File: config.mk
export PLATFORM = sky130hd
export DESIGN_NAME = nonce_scan_ctrl
export DESIGN_NICKNAME = d
export VERILOG_FILES = /design/src/rtl/nsc_pkg.sv /design/src/rtl/nsc_pkt_rx.sv /design/src/rtl/nsc_scan.sv /design/src/rtl/nsc_tx.sv /design/src/rtl/nonce_scan_ctrl.sv
export SDC_FILE = /design/constraint.sdc
export NUM_CORES = 2
export LEC_CHECK = 0
export BUFFER_PORTS_ARGS = -buffer_cell sky130_fd_sc_hd__clkbuf_2
export CORE_MARGIN = 2
export CORE_UTILIZATION = 50
export DETAILED_ROUTE_END_ITERATION = 8
export PLACE_DENSITY = 0.7
export SLEW_MARGIN = 20
export SYNTH_ARGS = -nofsm -noshare
export SYNTH_HDL_FRONTEND = slang
export SYNTH_SLANG_ARGS = --single-unit
File: constraint.sdc
create_clock -name clk -period 4.42 [get_ports clk]
set_input_delay 0.663 -clock clk [delete_from_list [all_inputs] [get_ports clk]]
set_output_delay 0.663 -clock clk [all_outputs]
set_load 0.02 [all_outputs]
File: src/rtl/nsc_pkg.sv
package nsc_pkg;

    typedef enum logic [1:0] {
        SC_IDLE  = 2'd0,
        SC_RUN   = 2'd1,
        SC_DRAIN = 2'd2
    } scan_state_e;

endpackage

File: src/rtl/nsc_pkt_rx.sv
module nsc_pkt_rx #(
    parameter int PKT_W = 416,
    parameter int NW    = 32
) (
    input  logic             clk,
    input  logic             rst_n,
    input  logic [7:0]       rx_byte,
    input  logic             rx_valid,
    output logic             done_o,
    output logic [NW-1:0]    start_o,
    output logic [PKT_W-1:0] work_o
);
    localparam int NBYTES = PKT_W / 8;
    localparam int CW     = $clog2(NBYTES + 1);

    typedef struct packed {
        logic [CW-1:0]    cnt;
        logic [PKT_W-1:0] sh;
        logic [PKT_W-1:0] work;
    } rx_st_t;

    rx_st_t q, d;

    always_comb begin
        d      = q;
        done_o = 1'b0;
        if (rx_valid) begin
            d.sh = {q.sh[PKT_W-9:0], rx_byte};
            if (q.cnt == CW'(NBYTES - 1)) begin
                d.cnt  = '0;
                d.work = d.sh;
                done_o = 1'b1;
            end else begin
                d.cnt = q.cnt + 1'b1;
            end
        end
        start_o = d.sh[PKT_W-NW-1 -: NW];
        work_o  = q.work;
    end

    always_ff @(posedge clk) begin
        if (!rst_n) begin
            q <= '0;
        end else begin
            q <= d;
        end
    end

    // byte counter never leaves the packet range
    p_count_range_r1: assert property (@(posedge clk) disable iff (!rst_n)
        q.cnt < CW'(NBYTES))
        else $error("p_count_range_r1");

    // a completed packet shows up whole on the work output
    p_work_load_r1: assert property (@(posedge clk) disable iff (!rst_n)
        done_o |=> (work_o[PKT_W-NW-1 -: NW] == $past(start_o)))
        else $error("p_work_load_r1");

endmodule

File: src/rtl/nsc_scan.sv
module nsc_scan
    import nsc_pkg::*;
#(
    parameter int NW          = 32,
    parameter int LAT         = 6,
    parameter int REDUCED_CMP = 0
) (
    input  logic          clk,
    input  logic          rst_n,
    input  logic          load_i,
    input  logic [NW-1:0] start_i,
    input  logic [NW-1:0] iv_i,
    input  logic [NW-1:0] sa_i,
    input  logic [NW-1:0] sb_i,
    output logic [NW-1:0] core_nonce_o,
    output logic          core_valid_o,
    output logic          idle_o,
    output logic          hit_o,
    output logic [NW-1:0] hit_nonce_o
);
    localparam int            CMP_W    = (REDUCED_CMP != 0) ? 24 : NW;
    localparam logic [NW-1:0] CMP_MASK = {NW{1'b1}} >> (NW - CMP_W);
    localparam int            DW       = $clog2(LAT + 2);
    localparam logic [NW-1:0] BACK     = NW'(LAT + 1);

    typedef struct packed {
        scan_state_e    st;
        logic [NW-1:0]  nonce;
        logic [LAT-1:0] vpipe;
        logic           hit;
        logic [DW-1:0]  drain;
    } scan_st_t;

    scan_st_t q, d;
    logic     run;
    logic     term_zero;

    always_comb begin
        d         = q;
        run       = (q.st == SC_RUN);
        term_zero = (((iv_i ^ sa_i ^ sb_i) & CMP_MASK) == '0);
        d.vpipe   = {q.vpipe[LAT-2:0], run};
        d.hit     = term_zero & q.vpipe[LAT-1];
        case (q.st)
            SC_RUN: begin
                d.nonce = q.nonce + 1'b1;
                if (q.nonce == '1) begin
                    d.st    = SC_DRAIN;
                    d.drain = DW'(LAT + 1);
                end
            end
            SC_DRAIN: begin
                d.nonce = q.nonce + 1'b1;
                if (q.drain == DW'(1)) begin
                    d.st = SC_IDLE;
                end else begin
                    d.drain = q.drain - 1'b1;
                end
            end
            default: ;
        endcase
        if (load_i) begin
            d.st    = SC_RUN;
            d.nonce = start_i;
            d.vpipe = '0;
            d.hit   = 1'b0;
            d.drain = '0;
        end
        core_nonce_o = q.nonce;
        core_valid_o = run;
        idle_o       = (q.st == SC_IDLE);
        hit_o        = q.hit & ~load_i;
        hit_nonce_o  = q.nonce - BACK;
    end

    always_ff @(posedge clk) begin
        if (!rst_n) begin
            q <= '{st: SC_IDLE, nonce: '0, vpipe: '0, hit: 1'b0, drain: '0};
        end else begin
            q <= d;
        end
    end

    // a load starts the scan at the packet's nonce
    p_load_start_r2: assert property (@(posedge clk) disable iff (!rst_n)
        load_i |=> (core_valid_o && core_nonce_o == $past(start_i)))
        else $error("p_load_start_r2");

    // one step per clock while scanning
    p_step_r3: assert property (@(posedge clk) disable iff (!rst_n)
        (q.st == SC_RUN && !load_i && q.nonce != '1)
            |=> (core_valid_o && core_nonce_o == $past(core_nonce_o) + 1'b1))
        else $error("p_step_r3");

    // a registered hit needs a valid candidate behind it
    p_hit_source_r4: assert property (@(posedge clk) disable iff (!rst_n)
        q.hit |-> $past(q.vpipe[LAT-1]))
        else $error("p_hit_source_r4");

    // issuing the last nonce stops the scan
    p_wrap_stop_r9: assert property (@(posedge clk) disable iff (!rst_n)
        (run && q.nonce == '1 && !load_i) |=> !core_valid_o)
        else $error("p_wrap_stop_r9");

endmodule

File: src/rtl/nsc_tx.sv
module nsc_tx #(
    parameter int NW = 32
) (
    input  logic          clk,
    input  logic          rst_n,
    input  logic          push_i,
    input  logic [NW-1:0] word_i,
    output logic [7:0]    tx_byte,
    output logic          tx_valid,
    input  logic          tx_ready
);
    localparam int NB = NW / 8;
    localparam int IW = $clog2(NB);

    typedef struct packed {
        logic          busy;
        logic [NW-1:0] sh;
        logic [IW-1:0] idx;
        logic          hv;
        logic [NW-1:0] hold;
    } tx_st_t;

    tx_st_t q, d;
    logic   fire;
    logic   last;

    always_comb begin
        d    = q;
        fire = q.busy & tx_ready;
        last = fire && (q.idx == IW'(NB - 1));
        if (fire) begin
            d.sh  = q.sh << 8;
            d.idx = q.idx + 1'b1;
        end
        if (last) begin
            d.busy = 1'b0;
            d.idx  = '0;
            if (q.hv) begin
                d.busy = 1'b1;
                d.sh   = q.hold;
                d.hv   = 1'b0;
            end
        end
        if (push_i) begin
            if (!d.busy) begin
                d.busy = 1'b1;
                d.sh   = word_i;
                d.idx  = '0;
            end else if (!d.hv) begin
                d.hv   = 1'b1;
                d.hold = word_i;
            end
        end
        tx_byte  = q.sh[NW-1 -: 8];
        tx_valid = q.busy;
    end

    always_ff @(posedge clk) begin
        if (!rst_n) begin
            q <= '0;
        end else begin
            q <= d;
        end
    end

    // a stalled byte stays put
    p_hold_byte_r7: assert property (@(posedge clk) disable iff (!rst_n)
        (tx_valid && !tx_ready) |=> (tx_valid && $stable(tx_byte)))
        else $error("p_hold_byte_r7");

    // with the buffer full and nothing draining, a new hit is dropped
    p_drop_full_r8: assert property (@(posedge clk) disable iff (!rst_n)
        (push_i && q.busy && q.hv && !last) |=> (q.hold == $past(q.hold)))
        else $error("p_drop_full_r8");

endmodule

File: src/rtl/nonce_scan_ctrl.sv
module nonce_scan_ctrl #(
    parameter int PKT_W        = 416,
    parameter int NONCE_W      = 32,
    parameter int PIPE_LATENCY = 6,
    parameter int REDUCED_CMP  = 0
) (
    input  logic               clk,
    input  logic               rst_n,
    input  logic [7:0]         rx_byte,
    input  logic               rx_valid,
    output logic [PKT_W-1:0]   core_work,
    output logic [NONCE_W-1:0] core_nonce,
    output logic               core_valid,
    input  logic [NONCE_W-1:0] core_iv,
    input  logic [NONCE_W-1:0] core_st_a,
    input  logic [NONCE_W-1:0] core_st_b,
    output logic [7:0]         tx_byte,
    output logic               tx_valid,
    input  logic               tx_ready,
    output logic               idle
);
    logic               pkt_done;
    logic [NONCE_W-1:0] pkt_start;
    logic               hit;
    logic [NONCE_W-1:0] hit_nonce;

    nsc_pkt_rx #(.PKT_W(PKT_W), .NW(NONCE_W)) u_rx (
        .clk      (clk),
        .rst_n    (rst_n),
        .rx_byte  (rx_byte),
        .rx_valid (rx_valid),
        .done_o   (pkt_done),
        .start_o  (pkt_start),
        .work_o   (core_work)
    );

    nsc_scan #(.NW(NONCE_W), .LAT(PIPE_LATENCY), .REDUCED_CMP(REDUCED_CMP)) u_scan (
        .clk          (clk),
        .rst_n        (rst_n),
        .load_i       (pkt_done),
        .start_i      (pkt_start),
        .iv_i         (core_iv),
        .sa_i         (core_st_a),
        .sb_i         (core_st_b),
        .core_nonce_o (core_nonce),
        .core_valid_o (core_valid),
        .idle_o       (idle),
        .hit_o        (hit),
        .hit_nonce_o  (hit_nonce)
    );

    nsc_tx #(.NW(NONCE_W)) u_tx (
        .clk      (clk),
        .rst_n    (rst_n),
        .push_i   (hit),
        .word_i   (hit_nonce),
        .tx_byte  (tx_byte),
        .tx_valid (tx_valid),
        .tx_ready (tx_ready)
    );

    // nothing is issued while idle
    p_idle_quiet_r9: assert property (@(posedge clk) disable iff (!rst_n)
        idle |-> !core_valid)
        else $error("p_idle_quiet_r9");

endmodule

==> flow_results.org <==
** Run status
- The run finished with clean final reports.

** Logic synthesis
- By instance count, the leading cell after synthesis is dfxtp_1.
- Count of mapped cells out of synthesis :: around 4400
- Yosys warnings :: 0
- Synth Area per Inst :: between 8 and 9 um^2
- Asr flop ratio synth :: 0%
- Post-synthesis sequential area ratio :: around 49%
- The synthesized netlist contains just over 60 unique library cells.
- Cell type contributing the most total cell area after synthesis :: dfxtp_1
- Net Count, Synth :: around 4500
- Leading cell types by total area after synthesis :: dfxtp_1 49%, mux2i_1 11%, buf_4 9.0%
- The synthesized design contains 0 enable-type register cells.
- Among all flip-flop cells after synthesis, the most frequent one is dfxtp_1.
- Cell types with the highest counts after synthesis :: 942 x dfxtp_1, 882 x nand2_1, 490 x a21oi_1
- Netlist area before placement :: 38300 um^2
- Synth top area share :: 49.2%
- After synthesis the netlist holds a flip-flop and latch count of 942.

** Die
- For this configuration, the core starts out at a cell density of between 50% and 60%.
- The floorplan step defined a die boundary enclosing 78800 um^2.
- Vert. Die Dim :: approximately 280 um
- CORE AREA :: ~76000 um^2
- Number of placed I/O pins :: 567
- Chip Width :: 281 um
- In this run the core area contains around 100 standard-cell rows.

** Global route
- Total global routing overflow :: 0
- Vias in the first global route :: approximately 26000
- For this run, the total global-route usage over all layers was measured as roughly 23%.
- Number of antenna violations at the first check in global routing :: 0
- Wire length of the first global-routing pass :: roughly 150000 um
- Entering global routing, the biggest net connects 152 pins.

** Drt
- Via density per instance :: 5.18
- Dividing the detail-routed wire length by the instance count gives 17.6 um.
- The first routing iteration left 2073 violations.
- Once detail routing completed, the nets flagged for antenna violations numbered 0.
- Before antenna repair, the detailed router went through 5 iterations.
- Total length of routed wires :: roughly 95000 um
- Count of vias placed by the detailed router :: between 20000 and 30000
- In the routed design, unresolved DRC markers number 0.

** Power
- Sequential cells burn approximately half of the power.
- Leakage component of the power :: roughly 17 nW
- Part of the total power dissipated in the clock network :: between 40% and 50%
- Power spread over the standard cell area amounts to 420 nW/um^2.
- Internal power consumption :: between 10 and 15 mW
- Switching power share of the total :: between 20 and 25%
- Combinational cell fraction of total power :: 3.2%
- The worst-case IR drop observed on VDD is 0.368 mV.
- Power spent charging and discharging nets :: just under 4 mW

** Worst hold path
- Startpoint of the tightest hold check path :: rx_byte[6]
- Min-Delay Path Class :: in -> reg
- WHS Endpoint :: u_rx.work_o[6]$_SDFFE_PN0P_
- The worst hold path passes through 3 cells.

** CTS
- Latest clock arrival within the worst-skew pair :: around 0.67 ns
- For this design, the sink count on the clock tree is 942.
- For this design, the CTS-stage hold fixing added 0 buffers.
- Gates resized during post-CTS repair numbered 0.
- Clock-pin slew was measured on the worst setup and hold paths at approximately 0.06 ns.
- Buffers inserted during clock tree synthesis total 96.
- The number of setup buffers added after CTS is 0.
- CTS tree :: built
- Total number of H-tree levels :: 3
- Maximum root-to-sink buffer count :: 3
- Clock root cell :: clkbuf_16

** STA
- Setup repair after global routing missed its margin :: false
- Worst hold-check slack :: ~0.24 ns
- The total count of max-transition violations in the final report is 0.
- For the pin with the worst max-slew slack, the measured transition is about 1.1 ns.
- Final count of negative-setup-slack endpoints :: 0
- Derived from the worst setup path, the maximum achievable clock frequency is 0.319 GHz.
- Headroom to the max-slew limit came out at 26.1%.
- Summed over all failing endpoints, the final setup total negative slack is 0 ns.
- Count of endpoints failing hold in the final timing report :: 0
- Between clock sinks in the finished design, the worst skew comes to 0.0414 ns.
- The smallest clock period supported by the final layout is computed as around 3.1 ns.
- In the post-route analysis, the smallest setup slack over all paths is between 1 and 1.5 ns.
- Final period utilization :: between 70% and 80%

** Setup path
- Reg-to-reg startpoint :: u_rx.q[832]$_SDFFE_PN0P_
- STA puts the critical path data arrival time at ~3.7 ns.
- Capture instance of the worst register-to-register path :: u_rx.work_o[64]$_SDFFE_PN0P_
- In this run the worst path has a maximum fanout of approximately 100.
- STA classifies the critical path endpoint as a flop.
- Reg2Reg Setup Slack :: about 1.3 ns
- For the worst flop-to-flop path, the logic depth is 7.
- STA classifies the critical path startpoint as a flop.
- STA puts the critical path data required time at 5.00 ns.
- The setup path with the least slack is of type reg -> reg.

** Placement
- At the placement stage, the worst setup path has a slack of 0.998 ns.
- Count of buffers from port buffering :: approximately 570
- Final weighted congestion in routability-driven placement :: approximately 0.86
- HPWL after detailed placement :: between 60000 and 70000 um

** Final layout
- The number of antenna diodes in the final layout is 0.
- Filler cells :: ~7000
- Fraction of layout cells with a size suffix above 1 :: ~18%
- Compared with the post-synthesis result, the final layout area differs by 8.49%.
- Post-layout util :: between 50% and 60%
- Post-layout nets :: 4444

** Job
- The tool flagged a number of max-cap violations equal to 0.
-- power groups by stage --
stage | sequential, mW | clock, mW | combinational, mW
after floorplan | 8.71 | 0 | 0.411
after global placement | 8.71 | 0 | 0.565
after detailed placement | 8.72 | 0 | 0.565
after CTS | 8.53 | 8.53 | 0.568
after global routing | 8.52 | 8.87 | 0.609
final | 8.53 | 8.36 | 0.566
-- critical path, cell delays in order, from the launching register on --
cell and delay (ns):
dfxtp_1 0.34, ha_1 0.22, nand2_1 0.14, or4_4 0.35, buf_4 0.62, buf_4 0.93
nand2_1 0.18, a21oi_1 0.20
-- metal layers --
metal  vias up  GRT usage, %  wire [um]
met1     13200          30.5      41200
li1      13900             -          -
met5         -             0          0
met2       743          37.5      44500
met3       141          5.25       6400
met4         0          7.58       2600
-- state kept, by name, summed over array words and instances (netlist names) --
name	flops
u_rx.work_o	416
u_rx.q	414
u_tx.q	59
u_scan.core_nonce_o	32
u_scan.q	12
u_tx.tx_byte	8
u_tx.tx_valid	1
-- logic make-up (layout without fill, tap and decap cells) --
group | count (synthesis) | count (layout) | share of synthesized area [%]
compound gates | 616 | 616 | 8.69
xor+xnor | 124 | 124 | 2.84
fa+ha+maj | 8 | 8 | 0.261
buf+inv | 767 | 802 | 12.3
flops | 942 | 942 | 49.2
mux | 421 | 421 | 11.0
simple gates | 1497 | 1497 | 15.7
-- worst max path at each step --
| stage | start | end | slack, ns | depth (start not counted) |
|---|---|---|---|---|
| floorplan | rx_valid | u_rx.work_o[106]$_SDFFE_PN0P_ | 2.12 | 9 |
| global placement | rx_valid | u_rx.work_o[27]$_SDFFE_PN0P_ | 1.04 | 7 |
| detailed placement | rx_valid | u_rx.work_o[64]$_SDFFE_PN0P_ | 1.0 | 7 |
| CTS | u_rx.q[832]$_SDFFE_PN0P_ | u_rx.work_o[64]$_SDFFE_PN0P_ | 1.28 | 7 |
| global route | u_rx.q[832]$_SDFFE_PN0P_ | u_rx.work_o[64]$_SDFFE_PN0P_ | 1.08 | 7 |
| finish | u_rx.q[832]$_SDFFE_PN0P_ | u_rx.work_o[64]$_SDFFE_PN0P_ | 1.28 | 7 |
-- metrics by stage --
step,total power [mW],instances,cell area (um^2)
finish,17.5,5388,41500
global route,18.0,5388,41500
CTS,17.6,5388,41500
detailed placement,9.28,5208,38200
global placement,9.28,5208,38200
floorplan,9.12,4375,38300
-- final cells by class --
class	instances	area [um^2]	area share [%]
sequential	942	18900	45.4
multi-input combinational	2666	14700	35.5
timing repair buffer	610	3360	8.09
clock buffer	132	2670	6.42
tap	978	1220	2.95
clock inverter	48	633	1.52
inverter	12	52.6	0.126
-- cells in the final DEF, fill, tap and decap left out, types with 27 or more instances in the layout --
cell,n
dfxtp_1,942
nand2_1,881
clkbuf_2,565
a21oi_1,490
nor2_1,479
mux2i_1,421
clkbuf_16,96
xnor2_1,81
xor2_1,43
a211oi_1,40
nand3_1,37
o21ai_0,35
buf_4,29
clkinv_2,27
Power figures use the tool's default switching activity.
